==> src/rtl/rdo_pkg.sv <==
package rdo_pkg;
   typedef enum logic [1:0] {
      RD_IDLE = 2'd0,
      RD_RUN  = 2'd1,
      RD_DONE = 2'd2
   } rd_state_t;
endpackage

==> src/rtl/rd_cell.sv <==
module rd_cell #(
   parameter int XW  = 8,
   parameter int YW  = 8,
   parameter int TSW = 5,
   parameter int CX  = 0,
   parameter int CY  = 0,
   localparam int PW = XW + YW + 2*TSW + 1
) (
   input  logic           clk,
   input  logic           rst_n,
   input  logic           cap,
   input  logic           adv,
   input  logic           hit_i,
   input  logic           hit2_i,
   input  logic [TSW-1:0] ts1_i,
   input  logic [TSW-1:0] ts2_i,
   input  logic           tok_i,
   output logic           tok_o,
   output logic           grant_o,
   output logic [PW-1:0]  word_o
);
   logic           has_q;
   logic           hit2_q;
   logic [TSW-1:0] ts1_q, ts2_q;

   // empty cell lets the token straight through
   assign tok_o   = tok_i & ~has_q;
   assign grant_o = tok_i & has_q;
   assign word_o  = {XW'(CX), YW'(CY), ts1_q, ts2_q, hit2_q};

   always_ff @(posedge clk or negedge rst_n) begin
      if (!rst_n) begin
         has_q  <= 1'b0;
         hit2_q <= 1'b0;
         ts1_q  <= '0;
         ts2_q  <= '0;
      end else if (cap) begin
         has_q  <= hit_i;
         hit2_q <= hit2_i;
         ts1_q  <= ts1_i;
         ts2_q  <= ts2_i;
      end else if (grant_o && adv) begin
         has_q  <= 1'b0;
      end
   end

   // a cell read at a cell edge gives the token up afterwards
   a_r3_cell_clears: assert property (@(posedge clk) disable iff (!rst_n)
      (grant_o && adv && !cap) |=> !grant_o);
endmodule

==> src/rtl/rd_bus.sv <==
module rd_bus #(
   parameter int N  = 16,
   parameter int PW = 27
) (
   input  logic            clk,
   input  logic            rst_n,
   input  logic [N-1:0]    grant,
   input  logic [N*PW-1:0] words,
   output logic [PW-1:0]   word
);
   always_comb begin
      word = '0;
      for (int i = 0; i < N; i++) begin
         if (grant[i]) word = word | words[i*PW +: PW];
      end
   end

   // the chain never lets two cells drive the bus
   a_r3_single_driver: assert property (@(posedge clk) disable iff (!rst_n)
      $onehot0(grant));
endmodule

==> src/rtl/rd_ser.sv <==
module rd_ser #(
   parameter int PW    = 27,
   parameter int RATIO = 32
) (
   input  logic          clk,
   input  logic          rst_n,
   input  logic          load,
   input  logic          stop,
   input  logic [PW-1:0] din,
   output logic          sdo,
   output logic          first,
   output logic          valid
);
   logic [RATIO-1:0] sh_q;

   assign sdo = sh_q[RATIO-1];

   always_ff @(posedge clk or negedge rst_n) begin
      if (!rst_n) begin
         sh_q  <= '0;
         first <= 1'b0;
         valid <= 1'b0;
      end else if (load) begin
         sh_q  <= RATIO'(din) << (RATIO - PW);
         first <= 1'b1;
         valid <= 1'b1;
      end else if (stop) begin
         sh_q  <= '0;
         first <= 1'b0;
         valid <= 1'b0;
      end else begin
         sh_q  <= sh_q << 1;
         first <= 1'b0;
      end
   end

   // the MSB marker lasts one bit slot
   a_r4_first_single: assert property (@(posedge clk) disable iff (!rst_n)
      first |=> !first);
   // the marker only appears inside a valid word
   a_r4_first_valid: assert property (@(posedge clk) disable iff (!rst_n)
      first |-> valid);
endmodule

==> src/rtl/tok_readout.sv <==
module tok_readout
   import rdo_pkg::*;
#(
   parameter int NX    = 4,
   parameter int NY    = 4,
   parameter int XW    = 8,
   parameter int YW    = 8,
   parameter int TSW   = 5,
   parameter int RATIO = 32,
   localparam int N    = NX * NY,
   localparam int PW   = XW + YW + 2*TSW + 1,
   localparam int PHW  = (RATIO > 1) ? $clog2(RATIO) : 1
) (
   input  logic             clk,
   input  logic             rst_n,
   input  logic             det_end,
   input  logic [N-1:0]     pix_hit,
   input  logic [N-1:0]     pix_hit2,
   input  logic [N*TSW-1:0] pix_ts1,
   input  logic [N*TSW-1:0] pix_ts2,
   output logic             sdo,
   output logic             ser_first,
   output logic             ser_valid,
   output logic             busy,
   output logic             frame_done
);
   generate
      if (PW > RATIO) begin : g_bad_ratio
         $error("tok_readout: word of %0d bits does not fit %0d slots", PW, RATIO);
      end
      if (RATIO < 2) begin : g_bad_min
         $error("tok_readout: RATIO must be at least 2");
      end
      if (NX > (1 << XW) || NY > (1 << YW)) begin : g_bad_coord
         $error("tok_readout: coordinate fields too narrow for the array");
      end
   endgenerate

   rd_state_t       st_q;
   logic [PHW-1:0]  ph_q;
   logic            launch, cell_edge, last_tok;
   logic [N:0]      tok;
   logic [N-1:0]    grant;
   logic [N*PW-1:0] words;
   logic [PW-1:0]   bus_word;

   assign launch    = det_end && (st_q == RD_IDLE);
   assign cell_edge = (st_q != RD_IDLE) && (ph_q == '0);
   assign tok[0]    = (st_q == RD_RUN);
   assign last_tok  = tok[N];

   always_ff @(posedge clk or negedge rst_n) begin
      if (!rst_n) begin
         ph_q <= '0;
      end else if (launch || ph_q == PHW'(RATIO - 1)) begin
         ph_q <= '0;
      end else begin
         ph_q <= ph_q + 1'b1;
      end
   end

   always_ff @(posedge clk or negedge rst_n) begin
      if (!rst_n) begin
         st_q <= RD_IDLE;
      end else begin
         unique case (st_q)
            RD_IDLE: if (launch) st_q <= RD_RUN;
            RD_RUN:  if (cell_edge && last_tok) st_q <= RD_DONE;
            RD_DONE: if (cell_edge) st_q <= RD_IDLE;
            default: st_q <= RD_IDLE;
         endcase
      end
   end

   assign busy       = (st_q == RD_RUN);
   assign frame_done = (st_q == RD_DONE);

   for (genvar i = 0; i < N; i++) begin : g_cell
      rd_cell #(
         .XW(XW), .YW(YW), .TSW(TSW),
         .CX(i % NX), .CY(i / NX)
      ) u_cell (
         .clk    (clk),
         .rst_n  (rst_n),
         .cap    (launch),
         .adv    (cell_edge),
         .hit_i  (pix_hit[i]),
         .hit2_i (pix_hit2[i]),
         .ts1_i  (pix_ts1[i*TSW +: TSW]),
         .ts2_i  (pix_ts2[i*TSW +: TSW]),
         .tok_i  (tok[i]),
         .tok_o  (tok[i+1]),
         .grant_o(grant[i]),
         .word_o (words[i*PW +: PW])
      );
   end

   rd_bus #(.N(N), .PW(PW)) u_bus (
      .clk  (clk),
      .rst_n(rst_n),
      .grant(grant),
      .words(words),
      .word (bus_word)
   );

   rd_ser #(.PW(PW), .RATIO(RATIO)) u_ser (
      .clk  (clk),
      .rst_n(rst_n),
      .load (busy && cell_edge && !last_tok),
      .stop (busy && cell_edge && last_tok),
      .din  (bus_word),
      .sdo  (sdo),
      .first(ser_first),
      .valid(ser_valid)
   );

   // the done flag only follows a running readout
   a_r6_done_after_run: assert property (@(posedge clk) disable iff (!rst_n)
      $rose(frame_done) |-> $past(busy));
   // serial output is quiet while the frame-end flag is up
   a_r6_quiet_done: assert property (@(posedge clk) disable iff (!rst_n)
      frame_done |-> !ser_valid);
   // a launch request mid-readout does not restart or stop it
   a_r8_ignore_busy: assert property (@(posedge clk) disable iff (!rst_n)
      (busy && det_end && !cell_edge) |=> busy);
   // a launch request during the done period is dropped
   a_r8_ignore_done: assert property (@(posedge clk) disable iff (!rst_n)
      (frame_done && det_end && !cell_edge) |=> frame_done);
endmodule

==> config.mk <==
export PLATFORM = sky130hd
export DESIGN_NAME = tok_readout
export DESIGN_NICKNAME = d
export VERILOG_FILES = /design/src/rtl/rdo_pkg.sv /design/src/rtl/rd_cell.sv /design/src/rtl/rd_bus.sv /design/src/rtl/rd_ser.sv /design/src/rtl/tok_readout.sv
export SDC_FILE = /design/constraint.sdc
export NUM_CORES = 1
export LEC_CHECK = 0
export CAP_MARGIN = 30
export CELL_PAD_IN_SITES_DETAIL_PLACEMENT = 2
export CELL_PAD_IN_SITES_GLOBAL_PLACEMENT = 2
export CORE_AREA = 2 2 249 128
export CTS_CLUSTER_DIAMETER = 100
export DETAILED_ROUTE_END_ITERATION = 10
export DIE_AREA = 0 0 251 130
export DONT_BUFFER_PORTS = 1
export PLACE_DENSITY = 0.74
export SYNTH_ARGS = -nofsm -noshare
export SYNTH_HDL_FRONTEND = slang
export SYNTH_SLANG_ARGS = --single-unit
==> constraint.sdc <==
create_clock -name clk -period 2.4 [get_ports clk]
set_clock_uncertainty 0.2 [all_clocks]
set_input_delay 0.36 -clock clk [delete_from_list [all_inputs] [get_ports clk]]
set_output_delay 0.36 -clock clk [all_outputs]
set_load 0.01 [all_outputs]
==> results of run 1 <==
through the flow:
| step | util [%] | power [mW] | setup slack (ps) | std cells |
|---|---|---|---|---|
| after floorplan | - | 3.919 | -5.408 | 1176 |
| after global placement | 36.09 | 3.918 | -98.01 | 1573 |
| after detailed placement | 36.09 | 3.918 | -377.5 | 1573 |
| after CTS | 45.24 | 7.991 | -80.31 | 1805 |
| after global routing | 45.57 | 8.199 | -157.4 | 1807 |
| final | 45.57 | 7.970 | -105.7 | 1807 |
worst max path at each step:
stage | from | endpoint
finish | g_cell[1].u_cell.has_q$_DFFE_PN0P_ | g_cell[12].u_cell.has_q$_DFFE_PN0P_
global placement | g_cell[1].u_cell.has_q$_DFFE_PN0P_ | g_cell[12].u_cell.has_q$_DFFE_PN0P_
floorplan | g_cell[1].u_cell.has_q$_DFFE_PN0P_ | g_cell[12].u_cell.has_q$_DFFE_PN0P_
global route | g_cell[0].u_cell.has_q$_DFFE_PN0P_ | g_cell[12].u_cell.has_q$_DFFE_PN0P_
detailed placement | ph_q[1]$_DFF_PN0_ | u_ser.sh_q[14]$_DFF_PN0_
CTS | g_cell[1].u_cell.has_q$_DFFE_PN0P_ | g_cell[15].u_cell.has_q$_DFFE_PN0P_
what timing repair did:
item	in CTS	in global routing
pin swaps	1	2
setup endpoints to repair	25	24
resized for setup	27	17
buffers inserted	0	0
hold endpoints to repair	420	228
area by class of cell:
cell class | instances | area [µm²] | share of cell area (%)
diodes | 2 | 5.005 | 0.03560
clock buffers | 32 | 649.4 | 4.620
clock inverters | 8 | 117.6 | 0.8367
inverters | 14 | 52.55 | 0.3738
multi-input cells | 851 | 4425 | 31.48
flip-flops and latches | 228 | 5705 | 40.59
well taps | 408 | 510.5 | 3.632
repair buffers | 264 | 2591 | 18.43
power groups by stage:
stage          logic (mW)  clock network, mW  registers (mW)
4_1_cts             0.260               3.89            3.84
6_report            0.273               3.86            3.84
3_5_place_dp      0.00368                  0            3.91
3_3_place_gp      0.00368                  0            3.91
5_1_grt             0.289               4.07            3.84
2_1_floorplan     0.00358                  0            3.92
worst register-to-register path: cells and delay by family, from the launching register on:
kind             cells  cell delay, ps
flip-flops           1             390
AND/OR/NAND/NOR      4            1550
AO/OA/AOI/OAI        1             250
kinds of logic (layout without fill, tap and decap cells):
family	after synthesis	in the layout	share of synthesized area (%)
adder cells (fa/ha/maj)	3	3	0.3657
XOR/XNOR	2	2	0.1707
AO/OA/AOI/OAI	176	176	13.08
buffers and inverters	97	318	3.645
other	0	2	0
AND/OR/NAND/NOR	670	670	27.16
flip-flops	228	228	55.58
synthesized netlist by cell type, types with 2 or more instances:
master     instances  area share (%)
dfrtp_1          228              56
a21oi_1           10            0.49
o21ai_1            3            0.15
a22oi_1           39             2.9
nand4b_1           9            0.77
a2111oi_0          4            0.34
o221ai_1           8            0.68
or3_1              3            0.18
nor2b_1            8            0.49
o32a_1            10            0.98
or4_1              3            0.22
buf_2              2           0.098
nand2_1          562              21
nor3b_1            2            0.15
a211o_1            2            0.17
a2bb2oi_1         10            0.85
a221oi_1           9            0.77
o311ai_0           3            0.26
nand3_1           20            0.98
a221o_1            5            0.49
or2_2              4            0.24
nand2b_1           3            0.18
and2_1            15            0.91
o21a_1             2            0.15
nor4b_1            2            0.17
a211oi_1           6            0.44
a21o_1             2            0.15
ha_1               3            0.37
o21ai_0           28             1.4
o311ai_2           2            0.32
nor2_1             7            0.26
clkbuf_1          80             2.9
o22ai_1            8            0.49
nor4_1             4            0.24
o31ai_1            2            0.15
o221a_2            9            0.99
inv_1             13            0.48
a31oi_1            9            0.55
nand3b_1           8            0.59
o21bai_1           2            0.15
nor3_1            13            0.63
state kept, by name, indices dropped and copies added, names as in the netlist:
name	cells
g_cell.u_cell.has_q	16
g_cell.u_cell.hit2_q	16
g_cell.u_cell.ts1_q	80
g_cell.u_cell.ts2_q	80
ph_q	5
st_q	2
u_ser.first	1
u_ser.sh_q	27
u_ser.valid	1
layer usage:
metal	track usage (%)	wire length, µm	up-vias
met1	37.25	19930	5055
met2	44.81	20790	305
met4	7.283	1105	0
met3	6.762	2858	82
li1	-	-	4334
met5	0	0	-
==> run_results.csv, run 1 <==
group,metric,value,unit
status,violations,"hold timing, setup timing",
timing,final.setup.tns,-729.0,ps
finish,area_growth,36.95,%
die,start_util,33.27,%
timing,final_hold_viol_count,228,
power_and_ir_drop,comb_power_share,3.4,%
timing,rsz0062_at_grt,"true",
timing,slew_violations,0,
critical_path,critPathTopFamily,"simple AND/OR/NAND/NOR gates",
power_and_ir_drop,vdd_ir_drop_max,0.3998,mV
critical_path,r2r_setup_slack,-110,ps
timing,clock.fmax,399.1,MHz
grt,track_usage,27.58,%
synth,netlist_area,10260,µm²
finish,final_common_cell,"nand2_1",
route,ant_nets,0,
critical_path,crit_buf_inv,0,
critical_path,timing.rr.end,"g_cell[12].u_cell.has_q$_DFFE_PN0P_",
power_and_ir_drop,p_sw,1.707,mW
grt,antenna_found_initial,2,
finish,n_fill_cell,3264,
cts,path_clk_slew,70,ps
power_and_ir_drop,power.internal,6.263,mW
die,coreArea,30850,µm²
route,routed_wl,44690,µm
synth,syn-instance-count,1176,
cts,clkLatencyLatePin,540,ps
finish,layout.nets,1580,
power_and_ir_drop,pwr-share-seq,48.2,%
cts,cts_sinks,228,
route,wire_per_inst,24.73,µm
synth,ys_warn_count,0,
power_and_ir_drop,pwr-share-clk,48.4,%
cts,cts_tree,"yes",
place,hpwl,27450,µm
die,rows,46,
place,place.gp.congestion,0.8585,
synth,ys_ff_latch,228,
critical_path,cp.arrival,2710,ps
die,die_h,130,µm
timing,period_needed,2506,ps
die,fp.dieW,251,µm
timing,tightest_slew,711.6,ps
route,routed_via_density,5.410,
synth,synth_cell_type_count,55,
worst_hold_path,hold_class,"in2async",
synth,avgSynthCellArea,8.729,µm²
timing,max-slew-margin-rel,52.56,%
critical_path,critPathLaunchType,"register",
place,portBuffers,0,
cts,clockBufferDepth,3,
timing,holdWs,-673.8,ps
synth,synth_edf_count,0,
finish,finalInstanceArea,14060,µm²
finish,drive_gt1_share,11.02,%
critical_path,worst-path-max-fanout,7,
route,drcViolationCount,0,
critical_path,crit_path_cell_trace,"or4b_4 > or3_4 > or3_4 > o311ai_4 > nand2_1",
synth,synth-main-ff-cell,"dfrtp_1",
power_and_ir_drop,power_density,567.0,nW/µm²
synth,synth-seq-area-share,55.58,%
route,drt_iter0_drc,624,
die,boundaryPins,200,
critical_path,r2r_start,"g_cell[1].u_cell.has_q$_DFFE_PN0P_",
critical_path,r2r_cells,5,
critical_path,end_kind,"register",
grt,grt_start_max_net_pins,229,
timing,fin_crit_sh,104.4,%
critical_path,cp_common_cell,"or3_4",
place,placed_cell_area,11130,µm²
cts,htree_levels,1,
critical_path,crit_type,"reg2reg",
critical_path,cp.required,2610,ps
power_and_ir_drop,swShare,21.42,%
synth,synth.net_count,1374,
route,vias,9776,
cts,root_buffer,"clkbuf_16",
critical_path,cp_slowest_stage_delay,580,ps
grt,grt_pass1_vias,10951,
route,drtPass1Iterations,5,
job,cap_violations,0,
cts,postCtsHoldBufs,192,
die,die_area,32630,µm²
power_and_ir_drop,power.leakage,6.846,nW
grt,grt_overflow,0,
timing,setup_viol,20,
timing,setup_slack,-105.7,ps
cts,cts_buffers,23,
status,status,"complete, but fails checks",
synth,synthArstFlopShare,100.0,%
critical_path,cp_slowest_cell,"or4b_4",
finish,final_cell_mix,"nand2_1 (560), dfrtp_1 (228), dlygate4sd3_1 (192)",
grt,grt_first_pass_wirelength,67870,µm
critical_path,crit_cells,5,
(Power assumes the default switching activity.)
==> inputs of run 2 (changes only) <==
==> constraint.sdc (replaced) <==
create_clock -name clk -period 2.4 [get_ports clk]
set_clock_uncertainty 0.2 [all_clocks]
set_input_delay 0.36 -clock clk [delete_from_list [all_inputs] [get_ports clk]]
set_output_delay 0.36 -clock clk [all_outputs]
set_load 0.02 [all_outputs]
==> results of run 2 <==
Final layout, timing and power as in run 1 (identical DEF).
